$ cat src/rtl/sau_pkg.sv
package sau_pkg;

    typedef enum logic [1:0] {
        OP_PUSH    = 2'd0,
        OP_POP     = 2'd1,
        OP_SP_LOAD = 2'd2,
        OP_SP_READ = 2'd3
    } sau_op_e;

    typedef enum logic [2:0] {
        ST_IDLE    = 3'd0,
        ST_PUSH_WR = 3'd1,
        ST_POP_RD  = 3'd2,
        ST_POP_RET = 3'd3,
        ST_SP_RET  = 3'd4
    } sau_state_e;

    localparam int unsigned BYTE_W = 8;

endpackage

$ cat src/rtl/sau_sel_decode.sv
module sau_sel_decode #(
    parameter int unsigned DW      = 16,
    parameter int unsigned SEL_W   = 3,
    parameter int unsigned NUM_GPR = 4
) (
    input  logic [SEL_W-1:0] sel,
    input  logic [DW-1:0]    data,
    output logic             sel_ok,
    output logic             is_byte,
    output logic [DW-1:0]    wdata
);
    import sau_pkg::*;

    // the status byte sits directly above the last general register
    localparam logic [SEL_W-1:0] STATUS_SEL = SEL_W'(NUM_GPR);

    always_comb begin
        is_byte = (sel == STATUS_SEL);
        sel_ok  = (sel <= STATUS_SEL);
    end

    generate
        if (DW > BYTE_W) begin : g_zext
            assign wdata = is_byte ? {{(DW-BYTE_W){1'b0}}, data[BYTE_W-1:0]} : data;
        end else begin : g_pass
            assign wdata = data;
        end
    endgenerate

endmodule

$ cat src/rtl/sau_step.sv
module sau_step #(
    parameter int unsigned AW     = 16,
    parameter int unsigned DW     = 16,
    parameter bit          DIR_UP = 1'b0
) (
    input  logic [AW-1:0] base,
    input  logic          is_byte,
    output logic [AW-1:0] result
);
    localparam int unsigned WORD_BYTES = DW / 8;

    logic [AW-1:0] step;

    always_comb begin
        step = is_byte ? AW'(1) : AW'(WORD_BYTES);
    end

    generate
        if (DIR_UP) begin : g_inc
            assign result = base + step;
        end else begin : g_dec
            assign result = base - step;
        end
    endgenerate

endmodule

$ cat src/rtl/sau_sp_reg.sv
module sau_sp_reg #(
    parameter int unsigned      AW       = 16,
    parameter logic [AW-1:0]    RESET_SP = '0
) (
    input  logic          clk,
    input  logic          rst_n,
    input  logic          ld_en,
    input  logic [AW-1:0] ld_val,
    output logic [AW-1:0] sp_q
);

    always_ff @(posedge clk or negedge rst_n) begin
        if (!rst_n) begin
            sp_q <= RESET_SP;
        end else if (ld_en) begin
            sp_q <= ld_val;
        end
    end

endmodule

$ cat src/rtl/sau_ctrl.sv
module sau_ctrl #(
    parameter int unsigned AW    = 16,
    parameter int unsigned DW    = 16,
    parameter int unsigned SEL_W = 3
) (
    input  logic             clk,
    input  logic             rst_n,
    input  logic             op_valid,
    input  logic [1:0]       op_code,
    input  logic [SEL_W-1:0] reg_sel,
    input  logic [DW-1:0]    reg_data,
    input  logic             sel_ok,
    input  logic             sel_byte,
    input  logic [DW-1:0]    sel_wdata,
    input  logic             mem_ack,
    input  logic [DW-1:0]    mem_rdata,
    input  logic [AW-1:0]    sp_q,
    input  logic [AW-1:0]    sp_dec,
    input  logic [AW-1:0]    sp_inc,
    output logic             sp_ld_en,
    output logic [AW-1:0]    sp_ld_val,
    output logic             cur_byte,
    output logic             busy,
    output logic             mem_req,
    output logic             mem_we,
    output logic [AW-1:0]    mem_addr,
    output logic             mem_size,
    output logic [DW-1:0]    mem_wdata,
    output logic             wb_valid,
    output logic [SEL_W-1:0] wb_sel,
    output logic [DW-1:0]    wb_data
);
    import sau_pkg::*;

    sau_state_e       state_q, state_d;
    logic             accept;
    logic [SEL_W-1:0] cur_sel;
    logic [DW-1:0]    cur_wdata;
    logic [DW-1:0]    ret_data;
    logic [DW-1:0]    rd_fmt;

    assign accept = op_valid && (state_q == ST_IDLE);

    generate
        if (DW > BYTE_W) begin : g_rd_zext
            assign rd_fmt = cur_byte ? {{(DW-BYTE_W){1'b0}}, mem_rdata[BYTE_W-1:0]} : mem_rdata;
        end else begin : g_rd_pass
            assign rd_fmt = mem_rdata;
        end
    endgenerate

    // state register
    always_ff @(posedge clk or negedge rst_n) begin
        if (!rst_n) begin
            state_q <= ST_IDLE;
        end else begin
            state_q <= state_d;
        end
    end

    // next state and pointer update
    always_comb begin
        state_d   = state_q;
        sp_ld_en  = 1'b0;
        sp_ld_val = sp_q;
        unique case (state_q)
            ST_IDLE: begin
                if (op_valid) begin
                    unique case (sau_op_e'(op_code))
                        OP_PUSH: begin
                            if (sel_ok) begin
                                state_d   = ST_PUSH_WR;
                                sp_ld_en  = 1'b1;
                                sp_ld_val = sp_dec;
                            end
                        end
                        OP_POP: begin
                            if (sel_ok) begin
                                state_d = ST_POP_RD;
                            end
                        end
                        OP_SP_LOAD: begin
                            sp_ld_en  = 1'b1;
                            sp_ld_val = AW'(reg_data);
                        end
                        OP_SP_READ: begin
                            state_d = ST_SP_RET;
                        end
                        default: state_d = ST_IDLE;
                    endcase
                end
            end
            ST_PUSH_WR: begin
                if (mem_ack) begin
                    state_d = ST_IDLE;
                end
            end
            ST_POP_RD: begin
                if (mem_ack) begin
                    state_d   = ST_POP_RET;
                    sp_ld_en  = 1'b1;
                    sp_ld_val = sp_inc;
                end
            end
            ST_POP_RET: state_d = ST_IDLE;
            ST_SP_RET:  state_d = ST_IDLE;
            default:    state_d = ST_IDLE;
        endcase
    end

    // request capture and return data
    always_ff @(posedge clk or negedge rst_n) begin
        if (!rst_n) begin
            cur_sel   <= '0;
            cur_byte  <= 1'b0;
            cur_wdata <= '0;
            ret_data  <= '0;
        end else begin
            if (accept) begin
                cur_sel   <= reg_sel;
                cur_byte  <= sel_byte;
                cur_wdata <= sel_wdata;
                if (sau_op_e'(op_code) == OP_SP_READ) begin
                    cur_sel  <= '0;
                    ret_data <= DW'(sp_q);
                end
            end
            if ((state_q == ST_POP_RD) && mem_ack) begin
                ret_data <= rd_fmt;
            end
        end
    end

    // outputs
    always_comb begin
        busy      = (state_q != ST_IDLE);
        mem_req   = (state_q == ST_PUSH_WR) || (state_q == ST_POP_RD);
        mem_we    = (state_q == ST_PUSH_WR);
        mem_addr  = mem_req ? sp_q : '0;
        mem_size  = mem_req && !cur_byte;
        mem_wdata = mem_we ? cur_wdata : '0;
        wb_valid  = (state_q == ST_POP_RET) || (state_q == ST_SP_RET);
        wb_sel    = wb_valid ? cur_sel : '0;
        wb_data   = wb_valid ? ret_data : '0;
    end

endmodule

$ cat src/rtl/stack_addr_unit.sv
module stack_addr_unit #(
    parameter int unsigned   AW       = 16,
    parameter int unsigned   DW       = 16,
    parameter int unsigned   SEL_W    = 3,
    parameter int unsigned   NUM_GPR  = 4,
    parameter logic [AW-1:0] RESET_SP = '0
) (
    input  logic             clk,
    input  logic             rst_n,
    input  logic             op_valid,
    input  logic [1:0]       op_code,
    input  logic [SEL_W-1:0] reg_sel,
    input  logic [DW-1:0]    reg_data,
    output logic             busy,
    output logic             mem_req,
    output logic             mem_we,
    output logic [AW-1:0]    mem_addr,
    output logic             mem_size,
    output logic [DW-1:0]    mem_wdata,
    input  logic             mem_ack,
    input  logic [DW-1:0]    mem_rdata,
    output logic             wb_valid,
    output logic [SEL_W-1:0] wb_sel,
    output logic [DW-1:0]    wb_data,
    output logic [AW-1:0]    sp_out
);

    logic          sel_ok, sel_byte, cur_byte, sp_ld_en;
    logic [DW-1:0] sel_wdata;
    logic [AW-1:0] sp_q, sp_dec, sp_inc, sp_ld_val;

    sau_sel_decode #(.DW(DW), .SEL_W(SEL_W), .NUM_GPR(NUM_GPR)) u_dec (
        .sel     (reg_sel),
        .data    (reg_data),
        .sel_ok  (sel_ok),
        .is_byte (sel_byte),
        .wdata   (sel_wdata)
    );

    sau_step #(.AW(AW), .DW(DW), .DIR_UP(1'b0)) u_predec (
        .base    (sp_q),
        .is_byte (sel_byte),
        .result  (sp_dec)
    );

    sau_step #(.AW(AW), .DW(DW), .DIR_UP(1'b1)) u_postinc (
        .base    (sp_q),
        .is_byte (cur_byte),
        .result  (sp_inc)
    );

    sau_sp_reg #(.AW(AW), .RESET_SP(RESET_SP)) u_sp (
        .clk    (clk),
        .rst_n  (rst_n),
        .ld_en  (sp_ld_en),
        .ld_val (sp_ld_val),
        .sp_q   (sp_q)
    );

    sau_ctrl #(.AW(AW), .DW(DW), .SEL_W(SEL_W)) u_ctrl (
        .clk       (clk),
        .rst_n     (rst_n),
        .op_valid  (op_valid),
        .op_code   (op_code),
        .reg_sel   (reg_sel),
        .reg_data  (reg_data),
        .sel_ok    (sel_ok),
        .sel_byte  (sel_byte),
        .sel_wdata (sel_wdata),
        .mem_ack   (mem_ack),
        .mem_rdata (mem_rdata),
        .sp_q      (sp_q),
        .sp_dec    (sp_dec),
        .sp_inc    (sp_inc),
        .sp_ld_en  (sp_ld_en),
        .sp_ld_val (sp_ld_val),
        .cur_byte  (cur_byte),
        .busy      (busy),
        .mem_req   (mem_req),
        .mem_we    (mem_we),
        .mem_addr  (mem_addr),
        .mem_size  (mem_size),
        .mem_wdata (mem_wdata),
        .wb_valid  (wb_valid),
        .wb_sel    (wb_sel),
        .wb_data   (wb_data)
    );

    assign sp_out = sp_q;

endmodule

$ cat config.mk
export PLATFORM = sky130hd
export DESIGN_NAME = stack_addr_unit
export DESIGN_NICKNAME = d
export VERILOG_FILES = /design/src/rtl/sau_pkg.sv /design/src/rtl/sau_sel_decode.sv /design/src/rtl/sau_step.sv /design/src/rtl/sau_sp_reg.sv /design/src/rtl/sau_ctrl.sv /design/src/rtl/stack_addr_unit.sv
export SDC_FILE = /design/constraint.sdc
export NUM_CORES = 1
export LEC_CHECK = 0
export ABC_CLOCK_PERIOD_IN_PS = 3200
export BUFFER_PORTS_ARGS = -buffer_cell sky130_fd_sc_hd__buf_4
export CAP_MARGIN = 20
export CORE_UTILIZATION = 35
export CTS_CLUSTER_DIAMETER = 100
export DETAILED_ROUTE_END_ITERATION = 16
export SETUP_SLACK_MARGIN = 0.02
export SLEW_MARGIN = 5
export SYNTH_ARGS = -nofsm -noshare
export SYNTH_HDL_FRONTEND = slang
export SYNTH_SLANG_ARGS = --single-unit
$ cat constraint.sdc
create_clock -name clk -period 3.2 [get_ports clk]
set_input_delay 0 -clock clk [delete_from_list [all_inputs] [get_ports clk]]
set_output_delay 0 -clock clk [all_outputs]
set_load 0.05 [all_outputs]
==> results.tsv, run 1 <==
stage	metric	value	unit
clock_network	CTS clk-pin slew, worst paths	100	ps
global_route	gr busiest metal	met2	
placement	DP Area	4490	um^2
synthesis	most common cell in the netlist	dfrtp_1	
route	DRT iter0 DRCs	173	
critical_path	Setup CP Type	reg2reg	
synthesis	cell taking the most area after synthesis	dfrtp_1	
global_route	Total Routing Usage GR	0.218	
synthesis	syn nets	474	
finish	Final Cell Area	4910	um^2
power	combinational share of power	0.606	
clock_network	PostCTS Resize Cnt	0	
synthesis	main combinational cell family by area after synthesis	simple AND/OR/NAND/NOR gates	
finish	share of cells above drive strength 1	0.277	
placement	post-DP HPWL	7920	um
sta	Final setup violation count	0	
clock_network	CTS root buffer	clkbuf_8	
sta	final setup TNS	0	ps
global_route	initial antenna violation count	0	
floorplanning	Ports	113	
synthesis	register area share after synthesis	0.383	
synthesis	synth top area cells	dfrtp_1 38%, and2_1 6.4%, nand2_1 5.0%, nor2_1 4.5%, o21ai_0 3.9%	
synthesis	synthesized area per cell	8.41	um^2
global_route	first-pass GRT wire length	17800	um
critical_path	CP max stage delay	760	ps
synthesis	Synth Warn #	0	
floorplanning	Initial Utilization	0.364	
critical_path	Startpoint Class	flip-flop	
route	Detail Route Antenna Nets	0	
job	# Max-Cap Violations	0	
finish	nets@finish	594	
sta	Final Slew Violations	0	
critical_path	CP top delay family	simple AND/OR/NAND/NOR gates	
floorplanning	Core ar.	9860	um^2
finish	number of diodes	0	
floorplanning	Die W	103	um
critical_path	WP data required	3420	ps
hold_path	Hold Path Class	in2reg	
synthesis	Post-synth EDFFs	0	
global_route	grt total ovfl	0	
floorplanning	num rows	36	
synthesis	Post-Synth Simple-Gate Area	0.289	
synthesis	Post-synth top cells	55 x dfrtp_1, 48 x nand2_1, 43 x nor2_1	
critical_path	Setup crit end kind	flip-flop	
floorplanning	Die Span Y	103	um
synthesis	Seq cells post-synth	55	
power	switching share of power	0.531	
placement	RD Place Congestion	0.849	
global_route	largest net degree at the start of global routing	56	
synthesis	synthesized instance count	427	
power	leakage	2.23	nW
sta	Slew @ Worst Pin	725	ps
synthesis	Synth Cell Area	3590	um^2
synthesis	fraction of the mapped netlist area in adder cells	0.0251	
synthesis	Yosys cell types	60	
critical_path	Arrival @ worst endpoint	2890	ps
power	clock power share	0.102	
clock_network	CTS Buf Count	5	
route	DRC Markers	0	
clock_network	CTS Sinks	55	
synthesis	Synth Area in Compound Gates	0.207	
finish	fill count	938	
route	via/cell ratio	5.39	
synthesis	post-synthesis mux area share	0.0282	
route	Avg WL per Cell	16.7	um
sta	hold_ws	1.88	ps
sta	Fin. Hold Viols	0	
power	Flop pwr share	0.291	
synthesis	XOR/XNOR Fraction of Synth Area	0.0122	
critical_path	worst path cell trace	or4b_4 -> a311o_1 -> nand2_1 -> a221oi_1 -> a311oi_1	
critical_path	maximum fanout along the worst path	28	
route	DRT Pass-1 Iters	4	
placement	IO Port Bufs	112	
sta	fmax	374	MHz
power	Pwr per Cell Area	985	nW/um^2
sta	skew final	6.29	ps
global_route	met1 Use GR	0.296	
status	outcome	completed	
synthesis	ys async rst share	1.00	
sta	unrepaired setup endpoints after global routing	false	
sta	Slew headroom	0.517	
route	routed vias	3670	
synthesis	top cell type's share of synthesized area	0.383	
critical_path	Buf/Inv on CP	0	
global_route	GR Util met3	0.0296	
global_route	Global Route met2 Usage	0.364	
clock_network	clk_lat worst skew	310	ps
sta	Final min period	2670	ps
synthesis	Post-synth top flop	dfrtp_1	
clock_network	Clock Tree Buf Depth	2	
power	Switch Pwr	2.57	mW
clock_network	CTS tree	done	
clock_network	maximum level of the CTS H-tree	2	
power	cell-internal power	2.27	mW
route	final wirelength	11400	um
finish	area grow syn2layout	36.7	%
power	peak supply drop	0.536	mV
floorplanning	die area	10700	um^2
global_route	vias in the first global route	3564	
sta	period utilization	0.836	
critical_path	R2R Setup Slk	530	ps
critical_path	Worst path slowest cell	or4b_4	
## per-layer routing
layer,part of all wire,up-vias
met5,0,-
met4,0.017,0
met3,0.050,19
met2,0.48,123
met1,0.45,1768
li1,-,1760
## through the flow
stage / worst slack [ps] / std cells / total power, mW / util
final: 526 / 681 / 4.84 / 0.498
after CTS: 559 / 680 / 4.86 / 0.497
after detailed placement: 579 / 643 / 4.33 / 0.456
after floorplan: 844 / 427 / 3.45 / -
after global placement: 672 / 643 / 4.30 / 0.456
after global routing: 325 / 681 / 5.15 / 0.498
## cells in the final DEF (no fill, tap or decap), drive strengths merged, types with 3 or more instances in the layout
master       count
o31ai            3
o311ai           3
dlygate4sd3     30
mux2             9
and3             5
a21oi           19
and4             3
nand3            8
xnor2            4
dfrtp           55
a31oi           17
nor2            44
ha               4
a41oi            3
nand2           48
a211oi           3
o21ai           29
buf            120
and2            37
nor2b           14
nand2b           4
nor3b            3
or4              5
clkbuf           6
a31o             3
nand4            4
nor3            10
nor4             3
a22o             8
inv              8
o211ai           8
## cells by family after synthesis
| family | after synthesis |
|---|---|
| simple gates | 197 |
| compound gates | 109 |
| flops | 55 |
| buf+inv | 46 |
| mux | 9 |
| fa+ha+maj | 6 |
| xor+xnor | 5 |
## path summary, 6_finish.rpt
check | from | to | depth (start not counted)
min in group asynchronous | rst_n | u_ctrl.cur_wdata[2]$_DFFE_PN0P_ | 2
min | mem_rdata[8] | u_ctrl.ret_data[8]$_DFFE_PN0P_ | 3
max in group asynchronous | rst_n | u_ctrl.ret_data[12]$_DFFE_PN0P_ | 2
max | u_ctrl.state_q[1]$_DFFE_PN0P_ | u_sp.sp_q[15]$_DFFE_PN0P_ | 5
max reg2reg | u_ctrl.state_q[1]$_DFFE_PN0P_ | u_sp.sp_q[15]$_DFFE_PN0P_ | 5
min reg2reg | u_ctrl.cur_sel[2]$_DFFE_PN0P_ | u_ctrl.cur_sel[2]$_DFFE_PN0P_ | 2
## worst register-to-register path, stage by stage, from the launching register on
cell and delay (ps):
dfrtp_1 480, or4b_4 760, a311o_1 510, nand2_1 420, a221oi_1 150, a311oi_1 260
## final cells by class
type                    count  area [um^2]  share of cell area
clock buffers               6         82.6              0.0168
clock inverters             2         35.0             0.00713
inverters                   9         33.8             0.00688
multi-input cells         326         2020               0.411
flip-flops and latches     55         1380               0.280
well taps                 133          166              0.0339
repair buffers            150         1200               0.245
## power by group through the flow
| stage | combinational, mW | clock (mW) | sequential (mW) |
|---|---|---|---|
| floorplan | 1.95 | 0 | 1.50 |
| global placement | 2.89 | 0 | 1.40 |
| detailed placement | 2.91 | 0 | 1.42 |
| CTS | 2.95 | 0.504 | 1.41 |
| global route | 3.14 | 0.540 | 1.47 |
| finish | 2.93 | 0.495 | 1.41 |
## what timing repair did
action,in CTS,in global routing
buffers inserted,0,0
hold buffers,29,1
endpoints found under the setup margin,0,0
endpoints found under the hold margin,83,1
## registers in the layout, summed over array words and instances (netlist names)
signal            count
u_sp.sp_q            16
u_ctrl.cur_sel        3
u_ctrl.state_q        3
u_ctrl.ret_data      16
u_ctrl.cur_byte       1
u_ctrl.cur_wdata     16
(Power assumes the default switching activity.)
==> run 2: changes to the inputs <==
- ABC_CLOCK_PERIOD_IN_PS: 3200 -> 2700
- clock period: 3.2 -> 2.7 ns (I/O delays scaled with it)
==> run 2 against run 1 <==
Net effect: clock-buffer cell count stayed put; die area did not move; final cell count up 1.9%; largest cell class unchanged; largest power group unchanged.
==> results.tsv, run 2 (same netlist as run 1, synthesis figures left out) <==
stage	metric	value	unit
clock_network	CTS clk-pin slew, worst paths	110	ps
placement	post-DP HPWL	8280	um
global_route	vias in the first global route	3523	
critical_path	WP data required	2950	ps
hold_path	hold wc startpoint	mem_rdata[14]	
floorplanning	die area	10700	um^2
finish	area grow syn2layout	39.1	%
sta	Final setup violation count	0	
job	# Max-Cap Violations	0	
sta	Final Slew Violations	0	
global_route	initial antenna violation count	0	
floorplanning	Die W	103	um
critical_path	crit path from	reg_sel[0]	
floorplanning	num rows	36	
route	Avg WL per Cell	16.6	um
global_route	first-pass GRT wire length	18100	um
global_route	grt total ovfl	0	
floorplanning	Ports	113	
sta	final setup TNS	0	ps
global_route	largest net degree at the start of global routing	56	
sta	unrepaired setup endpoints after global routing	false	
sta	skew final	15.5	ps
power	leakage	2.28	nW
finish	commonest non-fill, non-tap cell in the layout	buf_4	
route	routed vias	3680	
sta	Slew @ Worst Pin	736	ps
critical_path	CP max stage delay	540	ps
clock_network	CTS root buffer	clkbuf_8	
floorplanning	Initial Utilization	0.364	
finish	nets@finish	607	
clock_network	CTS Buf Count	5	
critical_path	Startpoint Class	primary input	
status	outcome	completed	
critical_path	worst path cell trace	dlygate4sd3_1 -> buf_4 -> nor2_1 -> nand2_1 -> inv_1 -> ha_1 -> fa_1 -> nor2b_2 -> nand4b_1 -> or4_1 -> a31o_2 -> o211ai_1	
power	peak supply drop	0.646	mV
sta	fmax	399	MHz
hold_path	Hold Path Class	in2reg	
power	Pwr per Cell Area	1150	nW/um^2
finish	commonest cells after routing, fill and taps aside	132 x buf_4, 55 x dfrtp_1, 48 x nand2_1	
floorplanning	Core ar.	9860	um^2
route	Detail Route Antenna Nets	0	
sta	hold_ws	15.7	ps
sta	Final min period	2510	ps
critical_path	Setup crit end kind	flip-flop	
route	final wirelength	11500	um
critical_path	Worst path slowest cell	dlygate4sd3_1	
finish	share of cells above drive strength 1	0.294	
clock_network	clk_lat worst skew	320	ps
clock_network	CTS Sinks	55	
route	DRT Pass-1 Iters	4	
route	DRC Markers	0	
placement	IO Port Bufs	112	
sta	Fin. Hold Viols	0	
finish	number of diodes	0	
route	DRT iter0 DRCs	205	
critical_path	maximum fanout along the worst path	4	
clock_network	Clock Tree Buf Depth	2	
critical_path	Arrival @ worst endpoint	2750	ps
global_route	Total Routing Usage GR	0.221	
finish	biggest regs	u_ctrl.cur_wdata: 16 flops, u_ctrl.ret_data: 16 flops, u_sp.sp_q: 16 flops	
clock_network	maximum level of the CTS H-tree	2	
critical_path	worst reg2reg startpoint	u_ctrl.state_q[1]$_DFFE_PN0P_	
placement	RD Place Congestion	0.877	
route	via/cell ratio	5.30	
clock_network	number of buffers added for setup after CTS	0	
floorplanning	Die Span Y	103	um
critical_path	Setup CP Type	in2reg	
sta	Slew headroom	0.509	
sta	period utilization	0.928	
clock_network	CTS tree	done	
critical_path	R2R Setup Slk	260	ps
## run 2: timing repair
action,in CTS,in global routing
resized for setup,0,1
setup endpoints to repair,0,1
hold buffers,31,0
endpoints found under the hold margin,85,0
## run 2: final cells by class
class / count / area, um^2
Clock buffer: 6 / 82.6
Multi-Input combinational cell: 326 / 2020
Timing Repair Buffer: 163 / 1300
Clock inverter: 2 / 16.3
Fill cell: 959 / 4870
Sequential cell: 55 / 1380
Tap cell: 133 / 166
Inverter: 9 / 33.8
## run 2: path summary, 6_finish.rpt
path / end / cells past startpoint
worst max-delay path: u_sp.sp_q[14]$_DFFE_PN0P_ / 12
worst min-delay path: u_ctrl.ret_data[14]$_DFFE_PN0P_ / 3
worst max register to register: u_sp.sp_q[10]$_DFFE_PN0P_ / 5
worst min register to register: u_ctrl.cur_sel[0]$_DFFE_PN0P_ / 2
max in group asynchronous: u_ctrl.ret_data[14]$_DFFE_PN0P_ / 2
min in group asynchronous: u_ctrl.cur_wdata[2]$_DFFE_PN0P_ / 2
## run 2: power by group
| group | switching [mW] | internal (mW) |
|---|---|---|
| Combinational | 2.41 | 1.27 |
| Clock | 0.291 | 0.210 |
| Sequential | 0.371 | 1.20 |
## run 2: stage by stage
step                      area [um^2]  setup WS, ps  std cells  utilization  total power [mW]
final                            5000           193        694        0.506              5.75
after global routing             5000          60.2        694        0.506              6.11
after floorplan                  3590           344        427            -              4.09
after detailed placement         4580           291        655        0.465              5.23
after global placement           4580           347        655        0.465              5.19
after CTS                        4990           128        694        0.506              5.78
## run 2: per-layer routing
metal  share of wire  global-route usage  routed length, um
met1            0.45               0.296               5170
met3           0.046              0.0296                529
met5               0                   0                  0
met4           0.014              0.0563                160
met2            0.49               0.376               5620
## run 2: worst max-delay path: cells and delay by family
kind | cells | cell delay (ps)
AOI/OAI and AO/OA | 2 | 400
adders and majority gates | 2 | 420
buffers and inverters | 3 | 800
and+or+nand+nor | 5 | 1110
==> run 3: changes to the inputs <==
- CORE_UTILIZATION: 35 -> 52
- PLACE_DENSITY: unset -> 0.81
==> run 3 against run 2 <==
Net effect: worst setup slack got worse by 14 ps; via count rose by 4.6%; sequential share of layout area is 0.49 points higher; sequential power hardly changed; core utilization rose by 25 points; critical path depth unchanged; flip-flop and latch count stayed put; register-to-register slack lost 30 ps; clock power decreased by 4.4%; cell area shrank 1.8%; maximum frequency shrank 0.54%; first-iteration DRC count grew 52%; critical path type unchanged; largest power group unchanged.
==> results.tsv, run 3 (same netlist as run 1, synthesis figures left out) <==
stage	metric	value	unit
clock_network	CTS Sinks	55	
clock_network	maximum level of the CTS H-tree	2	
hold_path	hold path depth	3	
route	final wirelength	11100	um
power	combinational share of power	0.641	
power	Pwr per Cell Area	1170	nW/um^2
sta	Final min period	2520	ps
global_route	first-pass GRT wire length	18300	um
clock_network	Clock Tree Buf Depth	2	
global_route	grt total ovfl	0	
route	met2 wire length	5600	um
global_route	Total Routing Usage GR	0.317	
critical_path	crit path capture	u_sp.sp_q[14]$_DFFE_PN0P_	
placement	Inst Count DP	597	
clock_network	CTS root buffer	clkbuf_8	
placement	IO Port Bufs	112	
power	switching share of power	0.539	
finish	nets@finish	605	
clock_network	CTS Buf Count	5	
finish	biggest regs	u_ctrl.cur_wdata: 16 flops, u_ctrl.ret_data: 16 flops, u_sp.sp_q: 16 flops	
critical_path	Crit Reg-Reg Endpoint	u_sp.sp_q[10]$_DFFE_PN0P_	
route	DR top layer	met4	
floorplanning	Die W	85.1	um
critical_path	Setup crit end kind	flip-flop	
critical_path	Arrival @ worst endpoint	2760	ps
floorplanning	die area	7240	um^2
power	peak supply drop	0.788	mV
placement	Place WS	274	ps
power	Switch Pwr	3.10	mW
power	leakage	2.27	nW
sta	final setup TNS	0	ps
sta	Final Slew Violations	0	
sta	skew final	8.62	ps
status	outcome	completed	
clock_network	CTS clk-pin slew, worst paths	110	ps
sta	period utilization	0.933	
finish	commonest cells after routing, fill and taps aside	131 x buf_4, 55 x dfrtp_1, 48 x nand2_1	
finish	share of cells above drive strength 1	0.293	
critical_path	maximum fanout along the worst path	4	
critical_path	Worst Reg-to-Reg Cells	5	
sta	Slew headroom	0.506	
floorplanning	Ports	113	
sta	hold_ws	17.5	ps
finish	commonest non-fill, non-tap cell in the layout	buf_4	
placement	post-DP HPWL	7510	um
hold_path	Hold Path Class	in2reg	
floorplanning	Core ar.	6490	um^2
critical_path	CP max stage delay	540	ps
route	DRC Markers	0	
critical_path	worst path cell trace	dlygate4sd3_1 -> buf_4 -> nor2_1 -> nand2_1 -> inv_1 -> ha_1 -> fa_1 -> nor2b_4 -> nand4b_1 -> or4_1 -> a31o_2 -> o211ai_1	
critical_path	Setup CP Type	in2reg	
critical_path	Startpoint Class	primary input	
sta	unrepaired setup endpoints after global routing	false	
floorplanning	num rows	29	
floorplanning	Die Span Y	85.1	um
route	routed vias	3848	
job	# Max-Cap Violations	0	
finish	Final Cell Area	4910	um^2
route	WL met3	721	um
finish	number of diodes	0	
route	via/cell ratio	6.05	
sta	fmax	397	MHz
critical_path	R2R Setup Slk	230	ps
route	Avg WL per Cell	17.5	um
sta	Fin. Hold Viols	0	
route	DRT iter0 DRCs	311	
critical_path	Worst path slowest cell	dlygate4sd3_1	
critical_path	WP data required	2940	ps
critical_path	worst reg2reg startpoint	u_ctrl.state_q[1]$_DFFE_PN0P_	
global_route	largest net degree at the start of global routing	56	
power	cell-internal power	2.65	mW
placement	DP Area	4500	um^2
sta	fin worst setup slack	180	ps
route	DRT Pass-1 Iters	5	
route	Detail Route Antenna Nets	0	
global_route	vias in the first global route	3794	
global_route	initial antenna violation count	0	
sta	Slew @ Worst Pin	741	ps
route	DRT met1 WL	4490	um
sta	Final setup violation count	0	
clock_network	clk_lat worst skew	310	ps
placement	RD Place Congestion	0.946	
critical_path	crit path from	reg_sel[0]	
finish	area grow syn2layout	36.6	%
power	clock power share	0.083	
power	Flop pwr share	0.276	
finish	Non-Filler Instances	636	
clock_network	CTS tree	done	
floorplanning	Initial Utilization	0.553	
-- run 3: changes by cell type in the layout (fill, tap and decap cells not counted), sizes merged --
cell,before,now
buf,132,131
clkbuf,6,5
clkinv,2,3
dlygate4sd3,31,30
-- run 3: cell type report --
| type | instances | area (um^2) |
|---|---|---|
| inverters | 9 | 33.8 |
| flip-flops and latches | 55 | 1380 |
| multi-input cells | 326 | 2020 |
| clock buffers | 5 | 68.8 |
| well taps | 77 | 96.3 |
| fillers | 489 | 1590 |
| repair buffers | 161 | 1280 |
| clock inverters | 3 | 25.0 |
-- run 3: timing repair --
| action | in CTS | in global routing |
|---|---|---|
| hold buffers | 30 | 0 |
| buffers inserted | 0 | 1 |
| endpoints found under the setup margin | 0 | 1 |
| endpoints found under the hold margin | 84 | 0 |
| gates resized for setup | 0 | 2 |
-- run 3: worst min-delay path by stage --
stage	endpoint	from	slack, ps
floorplan	u_ctrl.cur_byte$_DFFE_PN0P_	rst_n	-300
global route	u_ctrl.ret_data[14]$_DFFE_PN0P_	mem_rdata[14]	20
finish	u_ctrl.state_q[0]$_DFFE_PN0P_	mem_ack	20
global placement	u_ctrl.cur_wdata[2]$_DFFE_PN0P_	rst_n	90
CTS	u_ctrl.state_q[0]$_DFFE_PN0P_	mem_ack	10
detailed placement	u_ctrl.cur_wdata[2]$_DFFE_PN0P_	rst_n	100
-- run 3: per-stage QoR --
step,utilization,power [mW]
after floorplan,-,4.09
after global placement,0.693,5.12
after detailed placement,0.693,5.18
after CTS,0.753,5.70
after global routing,0.756,6.07
final,0.756,5.75
-- run 3: worst max-delay path, delay by kind of cell --
family	cells	cell delay, ps
AO/OA/AOI/OAI	2	400
adder cells (fa/ha/maj)	2	440
buffers and inverters	3	800
AND/OR/NAND/NOR	5	1110
-- run 3: power by group through the flow --
stage                     logic, mW  registers, mW  clock network, mW
final                          3.68           1.58              0.480
after global routing           3.91           1.64              0.519
after CTS                      3.64           1.57              0.484
after detailed placement       3.60           1.58                  0
after global placement         3.56           1.56                  0
after floorplan                2.31           1.77                  0
-- run 3: layer usage --
metal  vias up  global-route usage
li1       1775                   -
met1      1851               0.407
met2       191               0.557
met3        31              0.0321
met4         0               0.116
met5         -                   0
